==> config.mk <==
export PLATFORM = sky130hd
export DESIGN_NAME = spi3w_port
export DESIGN_NICKNAME = d
export VERILOG_FILES = /design/src/rtl/spi3w_pkg.sv /design/src/rtl/spi3w_sync.sv /design/src/rtl/spi3w_ctrl.sv /design/src/rtl/spi3w_dp.sv /design/src/rtl/spi3w_port.sv
export SDC_FILE = /design/constraint.sdc
export NUM_CORES = 1
export LEC_CHECK = 0
export ABC_CLOCK_PERIOD_IN_PS = 3090
export BUFFER_PORTS_ARGS = -buffer_cell sky130_fd_sc_hd__buf_2
export CORE_MARGIN = 2
export CORE_UTILIZATION = 30
export DETAILED_ROUTE_END_ITERATION = 8
export PLACE_DENSITY = 0.57
export SETUP_SLACK_MARGIN = 0.1
export SLEW_MARGIN = 20
export SYNTH_ARGS = -nofsm -noshare
export SYNTH_HDL_FRONTEND = slang
export SYNTH_SLANG_ARGS = --single-unit
==> constraint.sdc <==
create_clock -name clk -period 3.09 [get_ports clk]
set_input_delay 0.4635 -clock clk [delete_from_list [all_inputs] [get_ports clk]]
set_output_delay 0.4635 -clock clk [all_outputs]
set_load 0.02 [all_outputs]
==> src/rtl/spi3w_pkg.sv <==
package spi3w_pkg;

  localparam logic [1:0] ADDR_CTL  = 2'd0;
  localparam logic [1:0] ADDR_STAT = 2'd1;
  localparam logic [1:0] ADDR_DATA = 2'd2;

  // Control register fields, bit0 = master .. bit4 = interrupt enable
  typedef struct packed {
    logic intEn;
    logic en;
    logic lsbFirst;
    logic slow;
    logic master;
  } ctlBits_t;

  // Strobes from control to the shift datapath
  typedef struct packed {
    logic load;
    logic sample;
    logic shiftOut;
    logic lsbFirst;
    logic enable;
  } shStrobe_t;

endpackage

==> src/rtl/spi3w_sync.sv <==
module spi3w_sync #(
  parameter int STAGES = 2
) (
  input  logic clk,
  input  logic rstN,
  input  logic din,
  output logic dout
);
  logic [STAGES-1:0] chain;

  generate
    for (genvar i = 0; i < STAGES; i++) begin : g_stage
      if (i == 0) begin : g_first
        always_ff @(posedge clk or negedge rstN)
          if (!rstN) chain[0] <= 1'b0;
          else       chain[0] <= din;
      end else begin : g_next
        always_ff @(posedge clk or negedge rstN)
          if (!rstN) chain[i] <= 1'b0;
          else       chain[i] <= chain[i-1];
      end
    end
  endgenerate

  assign dout = chain[STAGES-1];
endmodule

==> src/rtl/spi3w_ctrl.sv <==
module spi3w_ctrl
  import spi3w_pkg::*;
#(
  parameter int DATA_W      = 8,
  parameter int FAST_DIV    = 2,
  parameter int SLOW_DIV    = 16,
  parameter int SYNC_STAGES = 2
) (
  input  logic              clk,
  input  logic              rstN,
  input  logic [1:0]        busAddr,
  input  logic              busWr,
  input  logic              busRd,
  input  logic [DATA_W-1:0] busWrData,
  input  logic              sclkIn,
  output ctlBits_t          ctl,
  output logic              doneFlag,
  output logic              colFlag,
  output logic              armed,
  output logic              busyAll,
  output logic              sclkOut,
  output logic              irq,
  output shStrobe_t         strb
);
  localparam int HALF_FAST = FAST_DIV / 2;
  localparam int HALF_SLOW = SLOW_DIV / 2;
  localparam int CNT_W     = $clog2(HALF_SLOW) + 1;
  localparam int BIT_W     = $clog2(DATA_W) + 1;
  localparam logic [BIT_W-1:0] LAST_BIT = BIT_W'(DATA_W - 1);
  localparam logic [BIT_W-1:0] ALL_BITS = BIT_W'(DATA_W);

  logic             busyM, sckLvl, prevS, syncS;
  logic [CNT_W-1:0] halfCnt, halfLast;
  logic [BIT_W-1:0] bitCnt;
  logic wrCtl, wrDat, rdStat, dataAcc, flagClr;
  logic startM, tick, mRise, mFall, sRise, sFall;
  logic sample, fallAny, endM, doneEvt, colEvt;

  spi3w_sync #(.STAGES(SYNC_STAGES)) sync_i (
    .clk(clk), .rstN(rstN), .din(sclkIn), .dout(syncS)
  );

  always_comb begin
    wrCtl    = busWr && (busAddr == ADDR_CTL);
    wrDat    = busWr && (busAddr == ADDR_DATA);
    rdStat   = busRd && (busAddr == ADDR_STAT);
    dataAcc  = (busWr || busRd) && (busAddr == ADDR_DATA);
    flagClr  = dataAcc && armed;
    busyAll  = busyM || (bitCnt != '0);
    halfLast = ctl.slow ? CNT_W'(HALF_SLOW - 1) : CNT_W'(HALF_FAST - 1);
    startM   = wrDat && !busyAll && ctl.en && ctl.master;
    tick     = busyM && ctl.en && ctl.master && (halfCnt == halfLast);
    mRise    = tick && !sckLvl;
    mFall    = tick && sckLvl;
    sRise    = ctl.en && !ctl.master && syncS && !prevS;
    sFall    = ctl.en && !ctl.master && !syncS && prevS;
    sample   = mRise || sRise;
    fallAny  = mFall || sFall;
    endM     = mFall && (bitCnt == ALL_BITS);
    doneEvt  = sample && (bitCnt == LAST_BIT);
    colEvt   = wrDat && busyAll;

    strb.load     = wrDat && !busyAll;
    strb.sample   = sample;
    strb.shiftOut = fallAny && (bitCnt != '0) && (bitCnt != ALL_BITS);
    strb.lsbFirst = ctl.lsbFirst;
    strb.enable   = ctl.en;
  end

  // Register file and transfer sequencing
  always_ff @(posedge clk or negedge rstN) begin
    if (!rstN) begin
      ctl     <= '0;
      busyM   <= 1'b0;
      sckLvl  <= 1'b0;
      halfCnt <= '0;
      bitCnt  <= '0;
      prevS   <= 1'b0;
    end else begin
      prevS <= syncS;
      if (wrCtl) ctl <= ctlBits_t'(busWrData[4:0]);
      if (!ctl.en) begin
        busyM   <= 1'b0;
        sckLvl  <= 1'b0;
        halfCnt <= '0;
        bitCnt  <= '0;
      end else begin
        if (startM) begin
          busyM   <= 1'b1;
          sckLvl  <= 1'b0;
          halfCnt <= '0;
        end else if (busyM && ctl.master) begin
          if (tick) begin
            halfCnt <= '0;
            sckLvl  <= ~sckLvl;
          end else begin
            halfCnt <= halfCnt + 1'b1;
          end
          if (endM) busyM <= 1'b0;
        end
        if (sample)
          bitCnt <= (!ctl.master && bitCnt == LAST_BIT) ? '0 : bitCnt + 1'b1;
        else if (endM)
          bitCnt <= '0;
      end
    end
  end

  // Status flags with read-then-access clearing
  always_ff @(posedge clk or negedge rstN) begin
    if (!rstN) begin
      doneFlag <= 1'b0;
      colFlag  <= 1'b0;
      armed    <= 1'b0;
    end else begin
      if (doneEvt)      doneFlag <= 1'b1;
      else if (flagClr) doneFlag <= 1'b0;
      if (colEvt)       colFlag <= 1'b1;
      else if (flagClr) colFlag <= 1'b0;
      if (flagClr)      armed <= 1'b0;
      else if (rdStat && (doneFlag || colFlag)) armed <= 1'b1;
    end
  end

  assign sclkOut = sckLvl;
  assign irq     = ctl.intEn && doneFlag;
endmodule

==> src/rtl/spi3w_dp.sv <==
module spi3w_dp
  import spi3w_pkg::*;
#(
  parameter int DATA_W = 8
) (
  input  logic              clk,
  input  logic              rstN,
  input  shStrobe_t         strb,
  input  logic [DATA_W-1:0] wrData,
  input  logic              serIn,
  output logic [DATA_W-1:0] shiftReg,
  output logic              serOut
);
  logic outBit;

  always_ff @(posedge clk or negedge rstN) begin
    if (!rstN) begin
      shiftReg <= '0;
      outBit   <= 1'b0;
    end else if (strb.load) begin
      shiftReg <= wrData;
      outBit   <= strb.lsbFirst ? wrData[0] : wrData[DATA_W-1];
    end else begin
      if (strb.sample)
        shiftReg <= strb.lsbFirst ? {serIn, shiftReg[DATA_W-1:1]}
                                  : {shiftReg[DATA_W-2:0], serIn};
      if (strb.shiftOut)
        outBit <= strb.lsbFirst ? shiftReg[0] : shiftReg[DATA_W-1];
    end
  end

  assign serOut = outBit && strb.enable;
endmodule

==> src/rtl/spi3w_port.sv <==
module spi3w_port
  import spi3w_pkg::*;
#(
  parameter int DATA_W      = 8,
  parameter int FAST_DIV    = 2,
  parameter int SLOW_DIV    = 16,
  parameter int SYNC_STAGES = 2
) (
  input  logic              clk,
  input  logic              rstN,
  input  logic [1:0]        busAddr,
  input  logic              busWr,
  input  logic              busRd,
  input  logic [DATA_W-1:0] busWrData,
  output logic [DATA_W-1:0] busRdData,
  output logic              irq,
  output logic              sclkOut,
  input  logic              sclkIn,
  output logic              serOut,
  input  logic              serIn
);
  ctlBits_t          ctl;
  shStrobe_t         strb;
  logic              doneFlag, colFlag, armed, busyAll;
  logic [DATA_W-1:0] shiftReg;

  spi3w_ctrl #(
    .DATA_W(DATA_W), .FAST_DIV(FAST_DIV),
    .SLOW_DIV(SLOW_DIV), .SYNC_STAGES(SYNC_STAGES)
  ) ctrl_i (
    .clk(clk), .rstN(rstN), .busAddr(busAddr), .busWr(busWr),
    .busRd(busRd), .busWrData(busWrData), .sclkIn(sclkIn),
    .ctl(ctl), .doneFlag(doneFlag), .colFlag(colFlag), .armed(armed),
    .busyAll(busyAll), .sclkOut(sclkOut), .irq(irq), .strb(strb)
  );

  spi3w_dp #(.DATA_W(DATA_W)) dp_i (
    .clk(clk), .rstN(rstN), .strb(strb), .wrData(busWrData),
    .serIn(serIn), .shiftReg(shiftReg), .serOut(serOut)
  );

  always_comb begin
    case (busAddr)
      ADDR_CTL:  busRdData = {{(DATA_W-5){1'b0}}, ctl};
      ADDR_STAT: busRdData = {doneFlag, colFlag, {(DATA_W-2){1'b0}}};
      ADDR_DATA: busRdData = shiftReg;
      default:   busRdData = '0;
    endcase
  end
endmodule

==> summary.txt <==
Status
  • Status: finished clean

Drt
  • Final ANT Viol Nets: 0
  • First-pass DRT Iterations: 4
  • Total wire length: between 4000 and 5000 um
  • Initial DRC count: 60
  • DRC Markers: 0
  • Avg WL per Cell: 15.3 um
  • Vias per cell: about 5.2
  • Total number of vias: approximately 1500

Clocking
  • Hold-fix buffers at CTS: 0
  • Clk buf depth: 2
  • H-tree depth: 2
  • Root Driver: clkbuf_8
  • Worst-skew pair later-pin latency: about 0.28 ns
  • Clock sinks: 30
  • Cts repair resizes: 0
  • Post-CTS Setup Bufs: 0
  • Inserted Clock Buffers: 5
  • Clk pin slew, worst setup/hold paths: approximately 0.07 ns
  • TritonCTS clock tree: yes

Critical path
  • Flop-to-flop setup slack: about 0.99 ns
  • CP Max Fanout: 19
  • Crit path kind: reg -> reg
  • CP Capture Type: flop
  • Worst EP arrival: roughly 2.3 ns
  • Startpoint types: flop
  • Required @ worst endpoint: roughly 3.3 ns

STA
  • Max-slew violations: 0
  • RSZ-0062 raised after global routing: no
  • Rel. slew slack: 50.4%
  • Min cycle time layout: around 2.1 ns
  • Clock skew: between 0.007 and 0.008 ns
  • Final worst-path cycle share: 67.9%
  • Final setup vio count: 0
  • Slew at the pin closest to its max-slew limit: ~0.74 ns
  • Worst setup margin: about 0.99 ns
  • Final setup TNS: 0 ns
  • Max Freq: between 400 and 500 MHz
  • Final Hold Vio Count: 0

Global routing
  • Largest net degree at the start of global routing: 31
  • First-pass GRT wire length: between 7000 and 8000 um
  • GRT overflow: 0
  • Initial antenna violation count: 0
  • Vias in the first global route: between 1000 and 1500
  • Overall Global Routing Usage: ~14%

Die
  • Num rows: 28
  • Initial core utilization: 31.4%
  • Core Area: around 0.006 mm^2
  • Die Wd: 83.1 um
  • IO Pins: 27
  • Die ar.: ~0.007 mm^2
  • Die height: a little over 80 um

Layout
  • Fillers: roughly 630
  • Final-stage net count: approximately 240
  • Synth-to-Final Area Change: 14.6%
  • Layout cells sized above 1: approximately a quarter
  • Antenna Diode Count: 0
  • Register area: approximately 750 um^2
  • Multi-input gate area: a little over 0.001 mm^2

Yosys
  • Post-Syn Nets: 209
  • Mapped Area: 0.00188 mm^2
  • Number of synthesized flops with an enable pin: 0
  • Seq cells post-synth: 30
  • Main flop type after synthesis: dfrtp_1
  • Syn Inst Count: 190
  • Mapped Avg Cell Area: between 9 and 10 um^2
  • Synth warn: 0
  • Seq/Total Area, Yosys: 39.9%
  • Synth unique cells: 50
  • Ys async rst share: 100%

Job
  • Max-cap violations: 0

Place
  • Dpl hpwl: ~3200 um
  • IO Port Bufs: 26
  • DP Worst Slack: 1.01 ns
  • Final Wtd Congestion: between 0.7 and 0.8

Power and ir drop
  • Max IR drop VDD: ~230 uV
  • Leakage power: 0.000954 uW
  • Cell Pwr Density: just under 600 mW/mm^2

Hold path
  • Hold Path Class: in -> async
routing by layer:
| metal | up-vias | wire length, um | track usage [%] |
|---|---|---|---|
| met5 | - | 0 | 0 |
| met4 | 0 | 55 | 4.92 |
| met3 | 5 | 140 | 3.18 |
| met2 | 27 | 2020 | 20.7 |
| met1 | 713 | 2260 | 19.4 |
| li1 | 761 | - | - |
state kept, by name (all words and copies together), names as in the netlist:
name,cells
ctrl_i.colFlag,1
ctrl_i.sync_i.chain,1
ctrl_i.halfCnt,4
ctrl_i.doneFlag,1
dp_i.outBit,1
ctrl_i.armed,1
ctrl_i.prevS,1
ctrl_i.busyM,1
ctrl_i.bitCnt,4
ctrl_i.sync_i.dout,1
ctrl_i.ctl,5
ctrl_i.sclkOut,1
dp_i.shiftReg,8
cells in the mapped netlist, drive strengths merged, types with 4 or more instances:
| library cell | instances | share of area [%] |
|---|---|---|
| mux2 | 4 | 2.4 |
| o31ai | 10 | 4.3 |
| nand2 | 19 | 3.8 |
| or3 | 4 | 1.3 |
| nor3 | 11 | 3.2 |
| o21a | 11 | 4.4 |
| nor2b | 5 | 1.7 |
| dfrtp | 30 | 40 |
| inv | 4 | 0.80 |
| buf | 5 | 2.1 |
| clkbuf | 5 | 2.3 |
| a22o | 4 | 1.9 |
| a21oi | 4 | 1.1 |
| nor2 | 10 | 2.1 |
| mux2i | 14 | 7.5 |
| o21ai | 10 | 2.7 |
critical path, cell delays in order (launching register included):
cell and delay, ns:
dfrtp_1 0.44, or4_4 0.59, a2111oi_4 0.35, buf_4 0.28, nor3_1 0.08, o31ai_1 0.26
metrics by stage:
step | hold slack, ns | instances | utilization [%] | area [um^2] | total power [uW]
6_report | 0.227 | 292 | 36.0 | 2150 | 1240
5_1_grt | 0.279 | 292 | 36.0 | 2150 | 1330
4_1_cts | 0.257 | 292 | 36.0 | 2150 | 1260
3_5_place_dp | 0.335 | 284 | 34.1 | 2040 | 879
3_3_place_gp | 0.338 | 284 | 34.1 | 2040 | 876
2_1_floorplan | 0.168 | 190 | - | 1880 | 789
layout make-up:
class / instances / area share, %
Multi-Input combinational cell: 146 / 47.9
Sequential cell: 30 / 34.8
Timing Repair Buffer: 29 / 7.08
Clock buffer: 8 / 5.11
Tap cell: 75 / 4.36
Inverter: 4 / 0.697
kinds of logic (layout without fill, tap and decap cells):
| kind of cell | after synthesis | after routing | synth area share (%) |
|---|---|---|---|
| and+or+nand+nor | 73 | 73 | 21.4 |
| AOI/OAI and AO/OA | 52 | 52 | 21.6 |
| buffers and inverters | 14 | 41 | 5.13 |
| muxes | 18 | 18 | 9.85 |
| adders and majority gates | 3 | 3 | 2.00 |
| DFF | 30 | 30 | 39.9 |
placed cells by master (no fill, tap or decap), drive strengths merged, types with 2 or more instances in the layout:
cell type and n:
mux2i 14, o31ai 10, o21a 11, or3b 2
a21oi 4, nand3 3, ha 3, nor3 11
nor3b 3, nand2 19, a22o 4, a2111oi 3
clkbuf 8, dfrtp 30, inv 4, o21ai 10
nor4 2, mux2 4, nor2b 5, buf 29
and2 3, nand3b 2, nor2 10, nand4 2
or3 4, o211a 2
worst paths after layout:
kind,start,endpoint,depth (start not counted)
setup reg to reg,ctrl_i.ctl[1],dp_i.shiftReg[1],5
max in group asynchronous,rstN,dp_i.shiftReg[6],1
hold reg to reg,ctrl_i.sync_i.chain[0],ctrl_i.sync_i.dout,0
min in group clk,sclkIn,ctrl_i.sync_i.chain[0],1
hold / removal,rstN,ctrl_i.ctl[4],1
setup / recovery,ctrl_i.ctl[1],dp_i.shiftReg[1],5
power by group:
group / switching [uW] / total (uW) / leakage, uW / internal (uW)
Sequential: 95.8 / 561 / 0.000381 / 465
Clock: 149 / 373 / 0.0000575 / 225
Combinational: 157 / 310 / 0.000515 / 152
Total: 402 / 1240 / 0.000954 / 842
Note: power is estimated with default switching activity, not from simulation.
